`src/rtl/pin_edge_irq_pkg.sv`:
```
// Package: shared widths, live-pin mask and register select codes for
// the per-pin edge interrupt controller.
package pin_edge_irq_pkg;
    localparam int unsigned PIN_W = 8;
    localparam logic [PIN_W-1:0] LIVE_MASK_DEF = 8'h87;

    typedef logic [PIN_W-1:0] pin_vec_t;

    typedef enum logic {
        SEL_ENABLE   = 1'b0,
        SEL_POLARITY = 1'b1
    } reg_sel_e;
endpackage

```
`src/rtl/pin_edge_irq_sync.sv`:
```
// Module: multi-stage level synchronizer for one asynchronous input.
// Assumes the input is a slow level; clears to 0 on reset.
module pin_edge_irq_sync #(
    parameter int unsigned STAGES = 2
) (
    input  logic clk,
    input  logic rst_n,
    input  logic d_async,
    output logic q_sync
);
    logic [STAGES-1:0] chain;

    // Shift the raw level through the flop chain.
    always_ff @(posedge clk) begin
        if (!rst_n) begin
            chain <= '0;
        end else begin
            chain <= {chain[STAGES-2:0], d_async};
        end
    end

    assign q_sync = chain[STAGES-1];
endmodule

```
`src/rtl/pin_edge_irq_edge.sv`:
```
// Module: per-pin edge qualifier. Synchronizes the pin, keeps one cycle of
// history and flags an edge of the selected direction when enabled.
// Assumes en and pol are stable register outputs; the edge depends only on
// the pin history, so a polarity change alone never produces a hit.
module pin_edge_irq_edge #(
    parameter int unsigned SYNC_STAGES = 2
) (
    input  logic clk,
    input  logic rst_n,
    input  logic pin_raw,
    input  logic en,
    input  logic pol,
    output logic lvl_now,
    output logic lvl_prev,
    output logic hit
);
    logic rose;
    logic dropped;

    pin_edge_irq_sync #(.STAGES(SYNC_STAGES)) u_sync (
        .clk     (clk),
        .rst_n   (rst_n),
        .d_async (pin_raw),
        .q_sync  (lvl_now)
    );

    // Remember the synchronized level of the previous cycle.
    always_ff @(posedge clk) begin
        if (!rst_n) begin
            lvl_prev <= 1'b0;
        end else begin
            lvl_prev <= lvl_now;
        end
    end

    // Decode direction of change and qualify by polarity and enable.
    always_comb begin
        rose    = lvl_now & ~lvl_prev;
        dropped = ~lvl_now & lvl_prev;
        hit     = en & (pol ? rose : dropped);
    end
endmodule

```
`src/rtl/pin_edge_irq_cfg.sv`:
```
// Module: enable and polarity configuration registers with a debug
// readback. Only bits set in LIVE_MASK are stored; others read as 0.
module pin_edge_irq_cfg
    import pin_edge_irq_pkg::*;
#(
    parameter int unsigned       W         = PIN_W,
    parameter logic [W-1:0]      LIVE_MASK = LIVE_MASK_DEF
) (
    input  logic         clk,
    input  logic         rst_n,
    input  logic         wr_en,
    input  logic         wr_addr,
    input  logic [W-1:0] wr_data,
    input  logic         rd_addr,
    output logic [W-1:0] rd_data,
    output logic [W-1:0] en_q,
    output logic [W-1:0] pol_q
);
    // Capture writes into the addressed register, masked to live bits.
    always_ff @(posedge clk) begin
        if (!rst_n) begin
            en_q  <= '0;
            pol_q <= '0;
        end else if (wr_en) begin
            if (reg_sel_e'(wr_addr) == SEL_ENABLE) begin
                en_q <= wr_data & LIVE_MASK;
            end else begin
                pol_q <= wr_data & LIVE_MASK;
            end
        end
    end

    // Select the register shown on the debug readback.
    always_comb begin
        rd_data = (reg_sel_e'(rd_addr) == SEL_ENABLE) ? en_q : pol_q;
    end
endmodule

```
`src/rtl/pin_edge_irq_pending.sv`:
```
// Module: sticky shared pending flag. Any hit sets it, ack clears it,
// and a hit in the same cycle as ack wins.
module pin_edge_irq_pending #(
    parameter int unsigned W = 8
) (
    input  logic         clk,
    input  logic         rst_n,
    input  logic [W-1:0] hits,
    input  logic         ack,
    output logic         any_hit,
    output logic         pending
);
    // Merge all per-pin hits into one request.
    always_comb begin
        any_hit = |hits;
    end

    // Hold the flag, giving a new hit priority over the clear.
    always_ff @(posedge clk) begin
        if (!rst_n) begin
            pending <= 1'b0;
        end else if (any_hit) begin
            pending <= 1'b1;
        end else if (ack) begin
            pending <= 1'b0;
        end
    end
endmodule

```
`src/rtl/pin_edge_irq.sv`:
```
// Module: top of the per-pin edge interrupt controller. Instantiates an
// edge qualifier for every live bit position, the configuration registers
// and the shared pending flag. Assumes pin_in is asynchronous to clk.
module pin_edge_irq
    import pin_edge_irq_pkg::*;
#(
    parameter int unsigned        W           = PIN_W,
    parameter logic [W-1:0]       LIVE_MASK   = LIVE_MASK_DEF,
    parameter int unsigned        SYNC_STAGES = 2
) (
    input  logic         clk,
    input  logic         rst_n,
    input  logic         wr_en,
    input  logic         wr_addr,
    input  logic [W-1:0] wr_data,
    input  logic         rd_addr,
    output logic [W-1:0] rd_data,
    input  logic [W-1:0] pin_in,
    input  logic         ack,
    output logic         irq
);
    logic [W-1:0] en_q;
    logic [W-1:0] pol_q;
    logic [W-1:0] hit_vec;
    logic [W-1:0] lvl_vec;
    logic [W-1:0] hist_vec;
    logic         hit_any;
    logic         unused_pins;

    assign unused_pins = ^(pin_in & ~LIVE_MASK);

    pin_edge_irq_cfg #(.W(W), .LIVE_MASK(LIVE_MASK)) u_cfg (
        .clk     (clk),
        .rst_n   (rst_n),
        .wr_en   (wr_en),
        .wr_addr (wr_addr),
        .wr_data (wr_data),
        .rd_addr (rd_addr),
        .rd_data (rd_data),
        .en_q    (en_q),
        .pol_q   (pol_q)
    );

    for (genvar i = 0; i < W; i++) begin : g_pin
        if (LIVE_MASK[i]) begin : g_live
            pin_edge_irq_edge #(.SYNC_STAGES(SYNC_STAGES)) u_edge (
                .clk      (clk),
                .rst_n    (rst_n),
                .pin_raw  (pin_in[i]),
                .en       (en_q[i]),
                .pol      (pol_q[i]),
                .lvl_now  (lvl_vec[i]),
                .lvl_prev (hist_vec[i]),
                .hit      (hit_vec[i])
            );
        end else begin : g_dead
            assign lvl_vec[i]  = 1'b0;
            assign hist_vec[i] = 1'b0;
            assign hit_vec[i]  = 1'b0;
        end
    end

    pin_edge_irq_pending #(.W(W)) u_pend (
        .clk     (clk),
        .rst_n   (rst_n),
        .hits    (hit_vec),
        .ack     (ack),
        .any_hit (hit_any),
        .pending (irq)
    );
endmodule

```
`config.mk`:
```
export PLATFORM = sky130hd
export DESIGN_NAME = pin_edge_irq
export DESIGN_NICKNAME = d
export VERILOG_FILES = /design/src/rtl/pin_edge_irq_pkg.sv /design/src/rtl/pin_edge_irq_sync.sv /design/src/rtl/pin_edge_irq_edge.sv /design/src/rtl/pin_edge_irq_cfg.sv /design/src/rtl/pin_edge_irq_pending.sv /design/src/rtl/pin_edge_irq.sv
export SDC_FILE = /design/constraint.sdc
export NUM_CORES = 1
export LEC_CHECK = 0
export CORE_UTILIZATION = 45
export CTS_CLUSTER_DIAMETER = 50
export DETAILED_ROUTE_END_ITERATION = 7
export DONT_BUFFER_PORTS = 1
export PLACE_DENSITY = 0.64
export SETUP_SLACK_MARGIN = 0.5
export SKIP_LAST_GASP = 1
export SYNTH_ARGS = -nofsm -noshare
export SYNTH_HDL_FRONTEND = slang
export SYNTH_SLANG_ARGS = --single-unit
```
`constraint.sdc`:
```
create_clock -name clk -period 1.9 [get_ports clk]
set_input_delay 0.095 -clock clk [delete_from_list [all_inputs] [get_ports clk]]
set_output_delay 0.095 -clock clk [all_outputs]
set_load 0.01 [all_outputs]
```
==> run metrics, run 1 <==
status=complete, no violations; number of nets in the layout=118; I/O Pins=31; Placed Area=817 µm²; Synth Register Bits=21; core box area=1710 µm²; GRT Util Overall=15.5%; register area share after synthesis=51.3%; Worst Clk Skew=0.00588 ns; worst path required time=2.14 ns; Unique masters post-synth=22; CTS tree=done; setup bufs post-CTS=0; Die Area=2000 µm²; Hold Vio Cnt, Final=0; clock slew at reported path FFs=0.11 ns; setup violators final=0; Post-CTS Resized=0; post-place setup slack=0.848 ns; Synth Instances=81; Crit Path Max Fanout=2; first-pass GRT wire length=2050 µm; CP arrival=1.45 ns; synth top area cells=dfxtp_1, and2_1, mux2_2; Max Fclk=0.825 GHz; CTS sink cnt=21; Slew Limit Fails=0; P&R area growth vs syn=18.8%; Routed WL=1420 µm; Fin Hold WS=0.0648 ns; total chip power=740 µW; post-DR vias/cell=4.88; register area=420 µm²; Peak VDD IR=0.000545 V; area of the multi-input gates=362 µm²; Final Instance Area=973 µm²; Hold Crit Class=in2reg; Synth area leader=dfxtp_1; HPWL Detailed=893 µm; RSZ-0062 raised after global routing=no; CTS Root Cell=clkbuf_4; Final Worst Setup Slack=0.688 ns; P_leak=0.000405 µW; initial DRC count=9; vias=586; final setup TNS=0 ns; largest net degree at the start of global routing=14; period utilisation layout=63.8%; count of buffers from port buffering=0; share of layout cells above drive strength 1=8.42%; DRC viols=0; Yosys Warn Count=0; post-layout min period=1.21 ns; total CTS buffers=3; CP Launch Type=input port; vias in the first global route=491; diodes inserted=0; Detail Route Antenna Nets=0; post-synthesis cell area=820 µm²; clk buf depth=2; max capacitance violation total=0; mean post-synth cell area=10.1 µm²; initial antenna violation count=0; Congestion Overflow GR=0; CTS H-tree depth=1; worst skew pair latency=0.30 ns; drt wl/cell=11.8 µm; area fraction of the dominant cell type after synthesis=51.3%; Layout fillers=149; Cell Rows=15; Die Span X=44.7 µm; Initial Util=48.0%; WS Path Type=in2reg; cell area power density=760 nW/µm²; Die Ht=44.7 µm; routability cong.=0.763; CP Capture Type=register; drt first pass iters=4
-- cells in the mapped netlist, drive strengths merged --
master   n
nor3     1
and4b    1
mux2     4
inv      1
nand2b   1
dfxtp   21
mux2i    4
nor2b    1
buf      5
a21oi    4
nand2    5
a41oi    1
and3b    3
nand3    4
nor3b    3
and4bb   1
clkbuf   1
nor2     4
o21ai    3
and2    12
conb     1
-- critical path, stage by stage --
cell and delay [ns]:
dlygate4sd3_1 0.56, nand3_1 0.09, dlygate4sd3_1 0.58, a21oi_1 0.13
-- final timing paths --
check | startpoint | endpoint | slack, ns | depth (start not counted)
worst min register to register | g_pin[2].g_live.u_edge.u_sync.chain[0] | g_pin[2].g_live.u_edge.u_sync.chain[1] | 0.44 | 1
worst max-delay path | wr_data[2] | u_cfg.pol_q[2] | 0.69 | 4
worst max register to register | u_cfg.pol_q[1] | u_pend.pending | 0.85 | 3
worst min-delay path | wr_addr | u_cfg.pol_q[7] | 0.06 | 3
-- routing by layer --
layer	vias to the layer above	track usage, %	share of wire, %
li1	296	-	-
met1	266	17.3	48
met2	20	23.8	44
met3	4	7.35	5.5
met4	0	9.09	2.2
met5	-	0	0
-- layout make-up --
class,instances,area share (%)
Tap cell,25,3.21
Clock buffer,4,2.70
Sequential cell,21,43.2
Inverter,1,0.386
Multi-Input combinational cell,56,37.1
Timing Repair Buffer,13,13.4
-- power breakdown --
group	switching [µW]	internal (µW)	total (µW)
combinational	29.1	37.1	66.3
clock	123	81.8	204
sequential	10.5	459	469
total	162	578	740
-- cell families after synthesis --
| logic type | count (synthesis) | synth area share [%] |
|---|---|---|
| other | 1 | 0.458 |
| buffers and inverters | 7 | 5.95 |
| AOI/OAI and AO/OA | 8 | 5.34 |
| muxes | 8 | 10.4 |
| and+or+nand+nor | 36 | 26.6 |
| DFF | 21 | 51.3 |
-- layout by cell type, fill, tap and decap left out --
cell / Yosys / layout
inv_2: 1 / 1
clkbuf_1: 1 / 1
mux2i_1: 4 / 4
nand3_1: 4 / 4
and4bb_1: 1 / 1
nor2_1: 4 / 4
a21oi_1: 4 / 4
nand2b_1: 1 / 1
and2_1: 12 / 12
mux2_2: 4 / 4
dlygate4sd3_1: 0 / 13
a41oi_1: 1 / 1
nor3b_1: 3 / 3
clkbuf_4: 0 / 3
o21ai_0: 3 / 3
nand2_1: 5 / 5
conb_1: 1 / 4
dfxtp_1: 21 / 21
nor3_1: 1 / 1
nor2b_1: 1 / 1
and3b_1: 3 / 3
and4b_1: 1 / 1
-- registers in the layout, summed over array words and instances (netlist names) --
register and count:
g_pin.g_live.u_edge.lvl_prev 4, g_pin.g_live.u_edge.u_sync.chain 8, u_cfg.pol_q 4, u_cfg.en_q 4, u_pend.pending 1
-- metrics by stage --
stage	utilization, %	cells
floorplan	-	84
global placement	47.8	103
detailed placement	47.8	103
CTS	57.0	120
global route	57.0	120
finish	57.0	120
-- timing repair --
item                       4_1_cts  5_1_grt
hold buffers                    13        0
hold endpoints to repair        20        0
setup endpoints to repair        0        0
Note: power is estimated with default switching activity, not from simulation.
==> inputs of run 2 (changes only) <==
==> constraint.sdc (replaced) <==
create_clock -name clk -period 1.2 [get_ports clk]
set_input_delay 0.06 -clock clk [delete_from_list [all_inputs] [get_ports clk]]
set_output_delay 0.06 -clock clk [all_outputs]
set_load 0.01 [all_outputs]
==> run 2 against run 1 <==
Against the previous run:
- the run now ends with negative hold slack left
- highest routed layer unchanged
- clock-buffer cell count unchanged
- register-to-register slack lost 0.62 ns
- worst setup slack worse by 0.47 ns
- final cell count unchanged
==> run metrics, run 2 (synthesized netlist as in run 1, its figures left out) <==
status=complete, but fails checks; failing checks=negative hold slack; first-pass GRT wire length=2150 µm (+4.7%); Slew Limit Fails=0 (unchanged); count of buffers from port buffering=0 (unchanged); Die Ht=44.7 µm (unchanged); Reg-to-Reg End=u_pend.pending; critical path's largest stage delay=0.35 ns (-0.23 ns); Fin Hold WS=-0.0294 ns (-0.0942 ns); routability cong.=0.754 (-1.1%); CTS Root Cell=clkbuf_4; share of layout cells above drive strength 1=23.2% (+15 points); initial antenna violation count=0 (unchanged); Initial Util=48.0% (unchanged); post-DR vias/cell=4.78 (-2.2%); Cell Rows=15 (unchanged); CP arrival=0.92 ns (-0.53 ns); Detail Route Antenna Nets=0 (unchanged); Placed Area=817 µm² (unchanged); Critical path buffers and inverters=0 (-2); max capacitance violation total=0 (unchanged); vias=573 (-2.2%); slowest CP cell=dfxtp_2; period utilisation layout=81.6%; hold buffers post-CTS=11 (-2); WS Path Type=reg2out; Worst Clk Skew=0.00523 ns (-0.000651 ns); I/O Pins=31 (unchanged); clock slew at reported path FFs=0.11 ns (about the same); diodes inserted=0 (unchanged); cell depth of the worst min-delay path=3 (unchanged); P&R area growth vs syn=23.8%; most frequent cells in the layout=and2_1, dfxtp_1, dfxtp_2, dlygate4sd3_1; final setup TNS=0 ns (unchanged); hold_sp=wr_en; initial DRC count=1 (-8); Final Instance Area=1010 µm² (+4.2%); CTS tree=done; cell area power density=1160 nW/µm² (+53%); DRC viols=0 (unchanged); drt first pass iters=2 (-2); crit-path cells=mux2_4; R2R Path Start=u_cfg.pol_q[1]; CP Capture Type=primary output; worst skew pair latency=0.29 ns (about the same); Congestion Overflow GR=0 (unchanged); Hold Crit Class=in2reg; clk buf depth=2 (unchanged); HPWL Detailed=873 µm (-2.3%); Die Span X=44.7 µm (unchanged); worst path required time=1.14 ns (-1.00 ns); post-layout min period=0.980 ns; flip-flop count of the largest register after layout=8 (unchanged); setup violators final=0 (unchanged); total CTS buffers=3 (unchanged); CTS sink cnt=21 (unchanged); reg2reg setup slack=0.23 ns (-0.62 ns); vias in the first global route=490 (-0.20%); most common cell after layout, fill and taps aside=and2_1; core box area=1710 µm² (unchanged); Die Area=2000 µm² (unchanged); WHS Endpoint=u_cfg.pol_q[7]; critical path's top delay family=flip-flops; Worst R2R Path Depth=3 (unchanged); largest net degree at the start of global routing=14 (unchanged); CTS H-tree depth=1 (unchanged); Routed WL=1340 µm (-5.4%); Max Fclk=1.02 GHz; Hold Vio Cnt, Final=4 (+4); RSZ-0062 raised after global routing=yes; Crit Path Max Fanout=4 (+2); GRT Util Overall=15.4% (-0.026 points); number of nets in the layout=118 (unchanged); Peak VDD IR=0.000920 V (+69%); P_leak=0.000459 µW (+13%); CP Launch Type=register; register with the most flip-flops=g_pin.g_live.u_edge.u_sync.chain; drt wl/cell=11.2 µm (-5.4%)
run 2: report_power, final:
group          internal (µW)  switching, µW
logic                   67.9           49.2
registers                729           16.7
clock network            129            190
total                    926            255
run 2: through the flow:
stage	setup slack, ns	power, µW	cells	util, %
detailed placement	0.156	825	103	47.8
finish	0.220	1180	120	59.4
CTS	0.204	1190	120	58.5
floorplan	0.316	829	84	-
global route	0.176	1240	120	59.4
global placement	0.186	823	103	47.8
run 2: final cells by class:
type / count / area, µm²
Sequential cell: 21 / 433
Timing Repair Buffer: 13 / 136
Clock buffer: 4 / 26.3
Inverter: 1 / 3.75
Fill cell: 145 / 693
Tap cell: 25 / 31.3
Multi-Input combinational cell: 56 / 384
run 2: worst max-delay path by stage:
stage                                            from             end  slack, ns  depth (start not counted)
2_1_floorplan  g_pin[1].g_live.u_edge.u_sync.chain[1]  u_pend.pending       0.32                          3
3_3_place_gp                           u_cfg.pol_q[1]  u_pend.pending       0.19                          3
3_5_place_dp                           u_cfg.pol_q[1]  u_pend.pending       0.16                          3
4_1_cts                                u_cfg.pol_q[1]  u_pend.pending       0.20                          3
5_1_grt                                u_cfg.pol_q[7]  u_pend.pending       0.18                          3
6_report                               u_cfg.pol_q[0]      rd_data[0]       0.22                          1
run 2: timing repair:
| action | 4_1_cts | 5_1_grt |
|---|---|---|
| endpoints found under the setup margin | 6 | 26 |
| gates resized for setup | 13 | 7 |
| buffers inserted | 2 | 0 |
| hold endpoints to repair | 21 | 4 |
| pin swaps | 0 | 1 |
run 2: worst min-delay path: stages:
cell and delay (ns):
nand2_2 0.06, nand2_1 0.07, a21oi_1 0.05
run 2: per-layer routing:
metal  wire (µm)  track usage, %  vias to the layer above
met4          10            3.64                        0
met3          52            7.35                        2
met1         669            19.3                      257
met5           0               0                        -
met2         608            24.1                       16
li1            -               -                      298
==> inputs of run 3 (changes only) <==
--- a/config.mk
+++ b/config.mk
@@ -5,11 +5,12 @@
 export SDC_FILE = /design/constraint.sdc
 export NUM_CORES = 1
 export LEC_CHECK = 0
+export ABC_AREA = 1
 export CORE_UTILIZATION = 45
 export CTS_CLUSTER_DIAMETER = 50
 export DETAILED_ROUTE_END_ITERATION = 7
 export DONT_BUFFER_PORTS = 1
-export PLACE_DENSITY = 0.64
+export PLACE_DENSITY = 0.66
 export SETUP_SLACK_MARGIN = 0.5
 export SKIP_LAST_GASP = 1
 export SYNTH_ARGS = -nofsm -noshare
==> constraint.sdc (replaced) <==
create_clock -name clk -period 0.8 [get_ports clk]
set_input_delay 0.04 -clock clk [delete_from_list [all_inputs] [get_ports clk]]
set_output_delay 0.04 -clock clk [all_outputs]
set_load 0.01 [all_outputs]
==> run 3 against run 2 <==
Against the previous run:
- global-route usage rose by 0.55 points
- sequential cell count unchanged
- worst hold slack worse by 0.15 ns
- clock power rose by 58%
- sequential power up 53%
- via count grew 18%
- largest power group unchanged
- clock-buffer cell count fell by 1
- die area increased by 1.8%
- synthesized cell count rose by 46%
- the flow finishes with violations (negative hold slack, negative setup slack)
- clock skew decreased by 0.0028 ns
- non-clock buffer count fell by 4
- register-to-register slack worse by 0.34 ns
==> run metrics, run 3 <==
status=complete, but fails checks; Detail Route Antenna Nets=0 (unchanged); CTS Root Cell=clkbuf_4; Max Fclk=1.03 GHz; Layout fillers=165 (+14%); area fraction of the dominant cell type after synthesis=50.4% (-0.92 points); most frequent cells in the layout=nand2_1, inv_1, dfxtp_2, nor2_1, dfxtp_1; Fin Hold WS=-0.180 ns (-0.151 ns); critical path's largest stage delay=0.35 ns (about the same); clock slew at reported path FFs=0.11 ns (about the same); count of buffers from port buffering=0 (unchanged); Critical path buffers and inverters=2 (+2); Non-Filler Instances=153 (+28%); Die Area=2030 µm² (+1.8%); failing checks=negative hold slack, negative setup slack; top-count cell post-synth=nand2_1; flip-flop count of the largest register after layout=8 (unchanged); Die Ht=45.1 µm (+0.87%); clk buf depth=2 (unchanged); DRC viols=0 (unchanged); area of the multi-input gates=390 µm² (+1.6%); cell area power density=1770 nW/µm² (+52%); placed cell count=145 (+41%); GRT Util Overall=16.0% (+0.55 points); register area=437 µm² (+0.87%); Worst Clk Skew=0.00248 ns (-0.00275 ns); Clk pwr share=26.8% (-0.2 points); Synth Register Bits=21 (unchanged); internal power=1410 µW (+52%); Hold Vio Cnt, Final=21 (+17); Initial Util=48.3% (+0.35 points); Cell Rows=15 (unchanged); share of power burned in registers=60.3% (-2.8 points); synth top area cells=dfxtp_1, nand2_1, inv_1; vias in the first global route=541 (+10%); Final Worst Setup Slack=-0.173 ns (-0.393 ns); period utilisation layout=122%; core box area=1730 µm² (+1.1%); initial antenna violation count=0 (unchanged); Post-synth top flop=dfxtp_1; critical path's top delay family=flip-flops; final setup TNS=-0.645 ns (-0.645 ns); Worst path depth=3 (+2); first-pass GRT wire length=2220 µm (+3.5%); number of nets in the layout=151 (+28%); total CTS buffers=3 (unchanged); number of enable flip-flop cells after synthesis=0 (unchanged); post-DR vias/cell=4.41 (-7.7%); vias=674 (+18%); Comb power frac=12.9% (+3.0 points); Sw Ratio=25.4% (+3.8 points); register with the most flip-flops=g_pin.g_live.u_edge.u_sync.chain; Worst R2R Path Depth=7 (+4); CP Launch Type=register; Unique masters post-synth=11 (-50%); ys async rst share=0% (unchanged); routability cong.=0.729 (-3.3%); Routed WL=1600 µm (+19%); share of layout cells above drive strength 1=38.3% (+15 points); initial DRC count=6 (+5); most frequent cells after synthesis=nand2_1, inv_1, dfxtp_1; CP Capture Type=primary output; WS Path Type=reg2out; I/O Pins=31 (unchanged); Congestion Overflow GR=0 (unchanged); Synth area leader=dfxtp_1; setup violators final=5 (+5); worst path required time=0.76 ns (-0.38 ns); largest net degree at the start of global routing=22 (+8); Yosys Warn Count=0 (unchanged); register area share after synthesis=50.4% (-0.92 points); mean post-synth cell area=7.07 µm² (-30%); most common cell after layout, fill and taps aside=nand2_1; P&R area growth vs syn=28.2%; Hold Crit Class=in2reg; diodes inserted=0 (unchanged); CTS sink cnt=21 (unchanged); switching pwr=480 µW (+88%); Die Span X=45.1 µm (+0.87%); slowest CP cell=dfxtp_2; HPWL Detailed=1030 µm (+18%); Crit Path Max Fanout=2 (-2); P_leak=0.000544 µW (+18%); cell depth of the worst min-delay path=2 (-1); max capacitance violation total=0 (unchanged); CP arrival=0.93 ns (about the same); CTS H-tree depth=1 (unchanged); post-synthesis cell area=835 µm² (+1.8%); drt first pass iters=4 (+2); drt wl/cell=10.5 µm (-6.4%); Synth Instances=118 (+46%); Slew Limit Fails=0 (unchanged); CTS tree=done; RSZ-0062 raised after global routing=yes; worst skew pair latency=0.31 ns (+0.02 ns); crit-path cells=inv_2 -> buf_6 -> a21oi_4; post-layout min period=0.973 ns; Peak VDD IR=0.00101 V (+9.8%)
-- run 3: cell families (layout without fill, tap and decap cells) --
kind of cell           Yosys count  count (layout)  share of synthesized area (%)
other                            1               4                          0.449
flip-flops                      21              21                           50.4
buffers and inverters           31              38                           16.0
AND/OR/NAND/NOR                 47              47                           21.9
AO/OA/AOI/OAI                   18              18                           11.2
-- run 3: path summary, 6_finish.rpt --
kind                                     startpoint                                     end  slack (ns)
max                                  u_cfg.pol_q[7]                              rd_data[7]       -0.17
min                                           rst_n  g_pin[7].g_live.u_edge.u_sync.chain[0]       -0.18
min reg2reg  g_pin[0].g_live.u_edge.u_sync.chain[0]  g_pin[0].g_live.u_edge.u_sync.chain[1]        0.41
max reg2reg                          u_cfg.pol_q[2]                          u_pend.pending       -0.11
-- run 3: layout make-up --
type                            count  share of cell area (%)
Sequential cell                    21                    40.8
Multi-Input combinational cell     69                    36.5
Timing Repair Buffer                9                    8.42
Inverter                           25                    8.77
Clock inverter                      1                   0.468
Clock buffer                        3                    2.11
Tap cell                           25                    2.92
-- run 3: layer usage --
metal	up-vias	global-route usage (%)	share of wire, %
li1	363	-	-
met1	292	17.8	42
met2	15	27.2	51
met3	4	3.20	4.7
met4	0	10.9	2.7
met5	-	0	0
-- run 3: per-stage QoR --
stage	cell area, µm²	utilization (%)	setup slack, ns	power, µW	hold WS (ns)
floorplan	878	-	0.0197	1310	0.126
global placement	901	52.2	-0.0268	1320	0.130
detailed placement	901	52.2	-0.0489	1320	0.130
CTS	1030	59.7	-0.188	1900	-0.196
global route	1070	62.0	-0.208	1970	-0.191
finish	1070	62.0	-0.173	1890	-0.180
-- run 3: power groups by stage --
stage / logic (µW) / clock network, µW / registers [µW]
global placement: 163 / 0 / 1150
CTS: 221 / 543 / 1140
detailed placement: 167 / 0 / 1160
floorplan: 154 / 0 / 1150
global route: 269 / 559 / 1150
finish: 244 / 505 / 1140
-- run 3: timing repair --
item	CTS	global route
endpoints found under the setup margin	22	22
resized for setup	24	8
hold endpoints to repair	21	21
setup buffers	3	1
pin swaps	16	6
